$ cat config.mk
export PLATFORM = sky130hd
export DESIGN_NAME = vbal_top
export DESIGN_NICKNAME = d
export VERILOG_FILES = /design/src/rtl/vbal_pkg.sv /design/src/rtl/vbal_extremum.sv /design/src/rtl/vbal_watchdog.sv /design/src/rtl/vbal_top.sv
export SDC_FILE = /design/constraint.sdc
export NUM_CORES = 1
export LEC_CHECK = 0
export ABC_AREA = 1
export ABC_CLOCK_PERIOD_IN_PS = 5500
export BUFFER_PORTS_ARGS = -buffer_cell sky130_fd_sc_hd__buf_2
export CORE_ASPECT_RATIO = 2
export CORE_MARGIN = 1
export CORE_UTILIZATION = 38
export CTS_CLUSTER_SIZE = 40
export DETAILED_ROUTE_END_ITERATION = 8
export GPL_TIMING_DRIVEN = 1
export PLACE_DENSITY = 0.54
export SLEW_MARGIN = 20
export SYNTH_ARGS = -nofsm -noshare
export SYNTH_HDL_FRONTEND = slang
export SYNTH_HIERARCHICAL = 1
export SYNTH_SLANG_ARGS = --single-unit
$ cat constraint.sdc
create_clock -name clk -period 5.5 [get_ports clk]
set_clock_uncertainty 0.1 [all_clocks]
set_input_delay 0.55 -clock clk [delete_from_list [all_inputs] [get_ports clk]]
set_output_delay 0.55 -clock clk [all_outputs]
set_load 0.02 [all_outputs]
$ cat src/rtl/vbal_pkg.sv
package vbal_pkg;

    // Index width for submodule selection; supports up to 256 submodules.
    localparam int SM_IDX_W = 8;

    typedef struct packed {
        logic                found;
        logic [SM_IDX_W-1:0] idx;
    } sm_pick_t;

    typedef enum logic [1:0] {
        ACT_HOLD,
        ACT_RAISE,
        ACT_LOWER,
        ACT_SWAP
    } bal_act_e;

endpackage

$ cat src/rtl/vbal_extremum.sv
module vbal_extremum
    import vbal_pkg::*;
#(
    parameter int N        = 8,
    parameter int VW       = 10,
    parameter bit FIND_MAX = 1'b0
) (
    input  logic [N*VW-1:0] v_all,
    input  logic [N-1:0]    ok,
    output sm_pick_t        res
);
    localparam int LV = (N < 2) ? 1 : $clog2(N);
    localparam int P  = 1 << LV;

    typedef struct packed {
        logic                ok;
        logic [VW-1:0]       v;
        logic [SM_IDX_W-1:0] idx;
    } cand_t;

    // Left operand carries the lower index, so ties keep it.
    function automatic cand_t better(input cand_t a, input cand_t b);
        if (!b.ok)      return a;
        if (!a.ok)      return b;
        if (FIND_MAX)   return (b.v > a.v) ? b : a;
        return (b.v < a.v) ? b : a;
    endfunction

    cand_t node [2*P-1];

    genvar gi;
    generate
        for (gi = 0; gi < P; gi++) begin : g_leaf
            if (gi < N) begin : g_real
                // Excluded submodules take the value that can never win.
                assign node[P-1+gi].ok  = ok[gi];
                assign node[P-1+gi].v   = ok[gi] ? v_all[gi*VW +: VW]
                                                 : (FIND_MAX ? '0 : '1);
                assign node[P-1+gi].idx = SM_IDX_W'(gi);
            end else begin : g_pad
                assign node[P-1+gi] = '{ok: 1'b0, v: '0, idx: '0};
            end
        end
        for (gi = 0; gi < P-1; gi++) begin : g_tree
            assign node[gi] = better(node[2*gi+1], node[2*gi+2]);
        end
    endgenerate

    assign res.found = node[0].ok;
    assign res.idx   = node[0].idx;
endmodule

$ cat src/rtl/vbal_watchdog.sv
module vbal_watchdog #(
    parameter int WDW = 8
) (
    input  logic           clk,
    input  logic           rst,
    input  logic           clear,
    input  logic           tick,
    input  logic [WDW-1:0] limit,
    output logic           fire
);
    logic [WDW-1:0] idle_q;

    always_ff @(posedge clk) begin
        if (rst)                         idle_q <= '0;
        else if (clear)                  idle_q <= '0;
        else if (tick && idle_q != '1)   idle_q <= idle_q + 1'b1;
    end

    assign fire = (limit != '0) && (idle_q >= limit);
endmodule

$ cat src/rtl/vbal_top.sv
module vbal_top
    import vbal_pkg::*;
#(
    parameter int N   = 8,
    parameter int VW  = 10,
    parameter int IW  = 12,
    parameter int WDW = 8,
    localparam int CW = $clog2(N+1)
) (
    input  logic                 clk,
    input  logic                 rst,
    input  logic                 en,
    input  logic [CW-1:0]        n_ref,
    input  logic signed [IW-1:0] i_valve,
    input  logic [N*VW-1:0]      v_cap,
    input  logic [WDW-1:0]       wd_limit,
    output logic [N-1:0]         gate
);
    logic [N-1:0]  gate_q, gate_d, init_mask;
    logic          armed_q;
    logic [CW-1:0] cnt, refc;
    logic          charging, switched, wd_fire;
    bal_act_e      act;
    sm_pick_t      min_off, max_off, min_on, max_on, sel;

    assign refc     = (n_ref > CW'(N)) ? CW'(N) : n_ref;
    assign charging = (i_valve > 0);

    always_comb begin
        cnt = '0;
        for (int i = 0; i < N; i++) cnt = cnt + CW'(gate_q[i]);
    end

    always_comb begin
        for (int i = 0; i < N; i++) init_mask[i] = (CW'(i) < refc);
    end

    vbal_extremum #(.N(N), .VW(VW), .FIND_MAX(1'b0)) u_min_off (
        .v_all(v_cap), .ok(~gate_q), .res(min_off));
    vbal_extremum #(.N(N), .VW(VW), .FIND_MAX(1'b1)) u_max_off (
        .v_all(v_cap), .ok(~gate_q), .res(max_off));
    vbal_extremum #(.N(N), .VW(VW), .FIND_MAX(1'b0)) u_min_on (
        .v_all(v_cap), .ok(gate_q),  .res(min_on));
    vbal_extremum #(.N(N), .VW(VW), .FIND_MAX(1'b1)) u_max_on (
        .v_all(v_cap), .ok(gate_q),  .res(max_on));

    // Pick the action and the submodule the action applies to.
    always_comb begin
        act = ACT_HOLD;
        sel = '0;
        if (cnt < refc) begin
            sel = charging ? min_off : max_off;
            if (sel.found) act = ACT_RAISE;
        end else if (cnt > refc) begin
            sel = charging ? max_on : min_on;
            if (sel.found) act = ACT_LOWER;
        end else if (wd_fire && min_off.found && max_on.found) begin
            act = ACT_SWAP;
        end
    end

    assign switched = (act != ACT_HOLD);

    always_comb begin
        gate_d = gate_q;
        for (int i = 0; i < N; i++) begin
            unique case (act)
                ACT_RAISE: if (32'(sel.idx) == i) gate_d[i] = 1'b1;
                ACT_LOWER: if (32'(sel.idx) == i) gate_d[i] = 1'b0;
                ACT_SWAP: begin
                    if (32'(min_off.idx) == i) gate_d[i] = 1'b1;
                    if (32'(max_on.idx)  == i) gate_d[i] = 1'b0;
                end
                default: ;
            endcase
        end
    end

    vbal_watchdog #(.WDW(WDW)) u_wd (
        .clk   (clk),
        .rst   (rst),
        .clear (en && (!armed_q || switched)),
        .tick  (en && armed_q),
        .limit (wd_limit),
        .fire  (wd_fire)
    );

    always_ff @(posedge clk) begin
        if (rst) begin
            gate_q  <= '0;
            armed_q <= 1'b0;
        end else if (!en) begin
            armed_q <= 1'b0;
        end else begin
            armed_q <= 1'b1;
            gate_q  <= armed_q ? gate_d : init_mask;
        end
    end

    assign gate = gate_q;
endmodule

======== Word-level counts from Yosys, hierarchy flattened ========
Index checks and enable logic that the tools add are counted.
operators by class
  eq/ne operators ......................... 50
  bitwise gates (word level) .............. 1
  order comparisons ....................... 55
  muxes and demuxes ....................... 320
  reductions and logical operators ........ 22
  $add $sub $neg .......................... 8
operators by type and width
  kind                   count
  $mux W19               168
  $mux W10               32
  $lt A10 B10 Y1         28
  $gt A10 B10 Y1         14
  $mux W1                102
  $eq A8 B3 Y1 const B   12
  $eq A8 B2 Y1 const B   6
  $ne A3 B3 Y1 const B   16
  $reduce_and A5 Y1      8
  $ne A4 B4 Y1 const B   8
  $eq A8 B1 Y1 const B   3
  $logic_not A8 Y1       3
  $mux W8                3
  $pmux W1 S3            8
  $mux W9                2
  $add A4 B1 Y4          4
  $lt A3 B4 Y1 const A   4
  $gt A12 B1 Y1 const B  1
  $add A8 B1 Y8 const B  1
  $ge A8 B8 Y1           1
  $lt A1 B4 Y1 const A   2
  $lt A2 B4 Y1 const A   2
  $mux W2                4
  $ne A8 B8 Y1 const B   1
  other kinds (17)       23
word-level totals
  bits of input ports ..................... 107
  output and inout port bits .............. 8
  logic and storage cells ................. 466
  register bits ........................... 17

======== Logic depth before layout (Yosys ltp) ========
  depth in word-level cells ............... 29
  depth in mapped cells ................... 56

======== By module ========
Netlist, hierarchy kept.
modules (own cells, without submodules)
  module                          area an instance (µm²)  cells each  times used
  vbal_extremum at u_max_off ...  3,310.7                 634         2
  vbal_extremum at u_min_on       2,824.0                 492         1
  vbal_extremum at u_min_off      2,773.9                 475         1
  vbal_top                        1,637.8                 292         1
  vbal_watchdog                   689.4                   100         1

======== Worst setup path after synthesis ========
OpenSTA, ideal clock, no wires.
  path kind ............................... flip-flop to flip-flop
  from .................................... reg gate_q[5] (netlist: gate[5])
  to ...................................... reg gate_q[5] (netlist: gate[5])
  library setup time ...................... 0.117 ns
  arrival time ............................ 5.799 ns
  buffers on the path ..................... 2
  stages on the path, launching flop included .. 44
  slack ................................... -0.516 ns
  cell sequence ........................... dfxtp_1 -> inv_1 -> inv_1 -> or2_2 -> ha_1 -> nand2_1 -> nor3_1 -> o21ai_1 -> nand2_1 -> nand2_1 -> nand2_1 -> clkbuf_1 -> o32ai_1 -> ha_1 -> a21oi_1 -> nand3b_1 -> a21oi_1 -> a2111oi_0 -> [8 not listed] -> nor2_1 -> a211oi_1 -> o221a_2 -> nand2_1 -> nand2_2 -> nand3_1 -> nand2_1 -> inv_1 -> nand3_1 -> nand3_1 -> nand2_1 -> inv_1 -> nor2_1 -> nand2_1 -> nand2_1 -> nand3_1 -> nand2_1 -> nor2_1
RTL lines
  item                      RTL line        text
  start: declaration        vbal_top.sv:19  logic [N-1:0] gate_q, gate_d, init_mask;
  start signal: assignment  vbal_top.sv:96  gate_q <= armed_q ? gate_d : init_mask;

==> PnR_summary.wiki <==
{| class="wikitable"
! Metric !! Value
|-
| Avg Cell Area, Syn || 5.54 sq um
|-
| Slack of the worst reg-to-reg path || -0.56 ns
|-
| Final worst setup slack || -0.557 ns
|-
| Clock tree from TritonCTS || done
|-
| Number of optimization iterations in the first detailed-route pass || 8
|-
| Number of port buffers || 114
|-
| Count of endpoints failing setup in the final report || 8
|-
| Classification of the worst setup path || reg2reg
|-
| Flops & latches, synth || 17
|-
| Global routing usage summed across all routing layers || 35.5%
|-
| Max-capacitance violation count || 0
|-
| Violated checks || setup timing
|-
| Final critical-path required period || 6.06 ns
|-
| Type of element launching the critical path || flip-flop
|-
| Max-Slew Margin vs Limit || 61.5%
|-
| Post-Syn Area || 14500 sq um
|-
| Post-route standard cell area excluding fillers || 23600 sq um
|-
| Delay contributed by the slowest stage of the critical path || 0.39 ns
|-
| Most used DFF post-synth || sky130_fd_sc_hd__dfxtp_1
|-
| CTS H-tree depth || 1
|-
| Maximum fanout along the worst path || 8
|-
| Kind of cell with the highest combined delay on the critical path || simple AND/OR/NAND/NOR gates
|-
| Terminus of the critical flop-to-flop path || gate[6]
|-
| Launch point of the worst hold path || u_wd/idle_q[0]
|-
| Count of yosys warnings during synthesis || 6
|-
| Worst min-delay path endpoint || u_wd/idle_q[0]
|-
| Final Hold Viols || 0
|-
| Fraction of registers with async set or reset after synthesis || 0%
|-
| Number of buffers added by the clock tree synthesis step || 3
|-
| Result of the run || finished, violations left
|-
| Most common cell after layout, fill and taps aside || sky130_fd_sc_hd__nand2_1
|-
| Number of sinks handled by clock tree synthesis || 17
|-
| Post-Place Cell Area || 19600 sq um
|-
| Synthesized netlist cell count || 2627
|-
| Aggregate global routing overflow || 0
|-
| Post-DRT Antenna Nets || 0
|-
| Worst Setup End Kind || flip-flop
|-
| Iter 0 DRT Violations || 1233
|-
| Wirelength per Cell || 18.9 um
|-
| Die width || 140 um
|-
| Detailed Route WL || 72.2 mm
|-
| Part of the cycle the worst path needs || 110%
|-
| Worst-path cell with the longest stage delay || sky130_fd_sc_hd__dfxtp_4
|-
| Worst path buffer plus inverter count || 15
|-
| Die Outline Area || 39100 sq um
|-
| Die boundary height || 279 um
|-
| RSZ-0062 raised after global routing || yes
|-
| Post-DR vias/cell || 5.35
|-
| Dpl hpwl || 56.1 mm
|-
| Launching point of the worst reg2reg path || gate[5]
|-
| Weighted congestion reported at the end of routability-driven placement || 1.04
|-
| Kind of path behind the tightest hold check || reg2reg
|-
| Number of nets in the layout || 3749
|-
| Maximum number of pins on one net before global-route repair || 26
|-
| Commonest non-fill, non-tap cells in the layout || 708 x sky130_fd_sc_hd__nand2_1, 642 x sky130_fd_sc_hd__buf_4, 353 x sky130_fd_sc_hd__inv_1
|-
| Global-route wire length before repair || 107 mm
|-
| Number of core rows || 101
|-
| Transition time at the pin with the least slew margin || 0.571 ns
|-
| R2R depth || 46
|-
| Initial cell density of the core || 38.5%
|-
| Core region area || 37800 sq um
|-
| Initial antenna violation count || 1
|-
| Total DRC errors in the routed layout || 0
|-
| Cell depth of the worst setup path || 46
|-
| Worst hold path stage count || 2
|-
| Cell mode on critical path || sky130_fd_sc_hd__buf_4
|-
| Vias in the first global route || 20.5k
|-
| Number of enable flip-flop cells after synthesis || 0
|-
| Fraction of layout cells with a size suffix above 1 || 41.4%
|-
| Buffer cell driving the clock tree root || sky130_fd_sc_hd__clkbuf_16
|-
| Number of top-level pins || 115
|-
| Hold-fix buffers, CTS || 0
|-
| Number of filler instances in the final layout || 3544
|-
| Netlist cell types || 55
|-
| Critical path data required time || 5.55 ns
|-
| Data arrival at the endpoint of the critical path || 6.10 ns
|-
| Worst-skew pair later-pin latency || 0.25 ns
|-
| Area growth from synthesis to final layout || 62.4%
|-
| Share of the yosys chip area belonging to registers || 2.34%
|-
| Number of buffers on the longest clock path || 2
|-
| Via total after detailed routing || 20.4k
|-
| Register clock-pin slew on the reported worst setup and hold paths || 0.06 ns
|-
| Slew Limit Fails || 0
|-
| Highest clock rate || 165 MHz
|}
cell usage after synthesis (5+ instances only):
library cell,n,area (sq um)
sky130_fd_sc_hd__a21o_1,9,67.6
sky130_fd_sc_hd__a21oi_1,106,531
sky130_fd_sc_hd__buf_2,9,45.0
sky130_fd_sc_hd__buf_4,31,233
sky130_fd_sc_hd__clkbuf_1,41,154
sky130_fd_sc_hd__clkinv_1,6,22.5
sky130_fd_sc_hd__dfxtp_1,17,340
sky130_fd_sc_hd__ha_1,278,3480
sky130_fd_sc_hd__inv_1,396,1490
sky130_fd_sc_hd__inv_2,22,82.6
sky130_fd_sc_hd__nand2_1,824,3090
sky130_fd_sc_hd__nand2_2,25,156
sky130_fd_sc_hd__nand3_1,200,1000
sky130_fd_sc_hd__nand3_2,9,90.1
sky130_fd_sc_hd__nand4_1,29,181
sky130_fd_sc_hd__nor2_1,229,860
sky130_fd_sc_hd__nor2_2,16,100
sky130_fd_sc_hd__nor3_1,26,130
sky130_fd_sc_hd__nor4_1,6,37.5
sky130_fd_sc_hd__o211ai_1,16,120
sky130_fd_sc_hd__o21a_1,8,60.1
sky130_fd_sc_hd__o21ai_0,96,480
sky130_fd_sc_hd__o21ai_1,29,145
sky130_fd_sc_hd__o21bai_1,15,113
sky130_fd_sc_hd__o31ai_1,5,37.5
sky130_fd_sc_hd__o32ai_1,53,464
sky130_fd_sc_hd__or2_2,66,413
kinds of logic (layout without fill, tap and decap cells):
family | after synthesis | after routing | share of synthesized area, %
xor gates and xnor gates | 1 | 1 | 0.0602
and+or+nand+nor | 1450 | 1454 | 43.2
AOI/OAI and AO/OA | 357 | 357 | 15.1
other | 4 | 21 | 0.103
adders and majority gates | 282 | 282 | 24.5
buffers and inverters | 516 | 1228 | 14.8
DFF | 17 | 17 | 2.34
worst min-delay path, stage by stage, from the launching register on:
cell                      delay (ns)
sky130_fd_sc_hd__dfxtp_1        0.33
sky130_fd_sc_hd__a21oi_1        0.12
sky130_fd_sc_hd__nor2_1         0.05
registers in the layout (all words and copies together), names as in the netlist:
name	flops
armed_q	1
u_wd/idle_q	8
gate	8
how the worst max path moves through the flow:
stage          endpoint       from  slack [ns]
2_1_floorplan   gate[6]    gate[5]       0.001
3_5_place_dp    gate[1]  v_cap[39]       -1.12
5_1_grt         gate[7]    gate[5]       -0.79
3_3_place_gp    gate[1]  v_cap[55]       -1.04
4_1_cts         gate[1]    gate[5]       -0.28
6_report        gate[6]    gate[5]       -0.56
per-stage QoR:
step	hold WS (ns)	std cells	utilization, %	TNS [ns]	setup WS (ns)
floorplan	0.400	2643	-	0	0.00110
global placement	0.431	3692	51.8	-8.09	-1.04
detailed placement	0.441	3692	51.8	-8.84	-1.12
CTS	0.449	3773	57.9	-2.12	-0.280
global route	0.463	3823	62.5	-6.07	-0.791
finish	0.449	3823	62.5	-3.67	-0.557
layout make-up:
class | instances | area, sq um | area share (%)
inverters | 425 | 1660 | 7.02
clock inverters | 1 | 6.26 | 0.0265
clock buffers | 3 | 75.1 | 0.318
flip-flops and latches | 17 | 370 | 1.57
repair inverters | 2 | 15.0 | 0.0636
well taps | 463 | 579 | 2.45
repair buffers | 797 | 6000 | 25.4
diodes | 1 | 2.50 | 0.0106
multi-input cells | 2114 | 14900 | 63.2
metal layers:
metal | up-vias | routed length, um | GRT usage (%)
li1 | 9982 | - | -
met1 | 9278 | 23300 | 31.0
met2 | 780 | 36200 | 65.7
met3 | 397 | 3890 | 5.92
met4 | 0 | 8850 | 38.0
met5 | - | 0 | 0
timing repair:
action / in CTS / in global routing
buffers inserted: 73 / 49
gates cloned: 7 / 1
resized for setup: 362 / 288
pin swaps: 135 / 118
endpoints found under the setup margin: 8 / 8
Power is not shown: default switching activity piles up to over one toggle a cycle in this logic, so the estimate is an artifact.
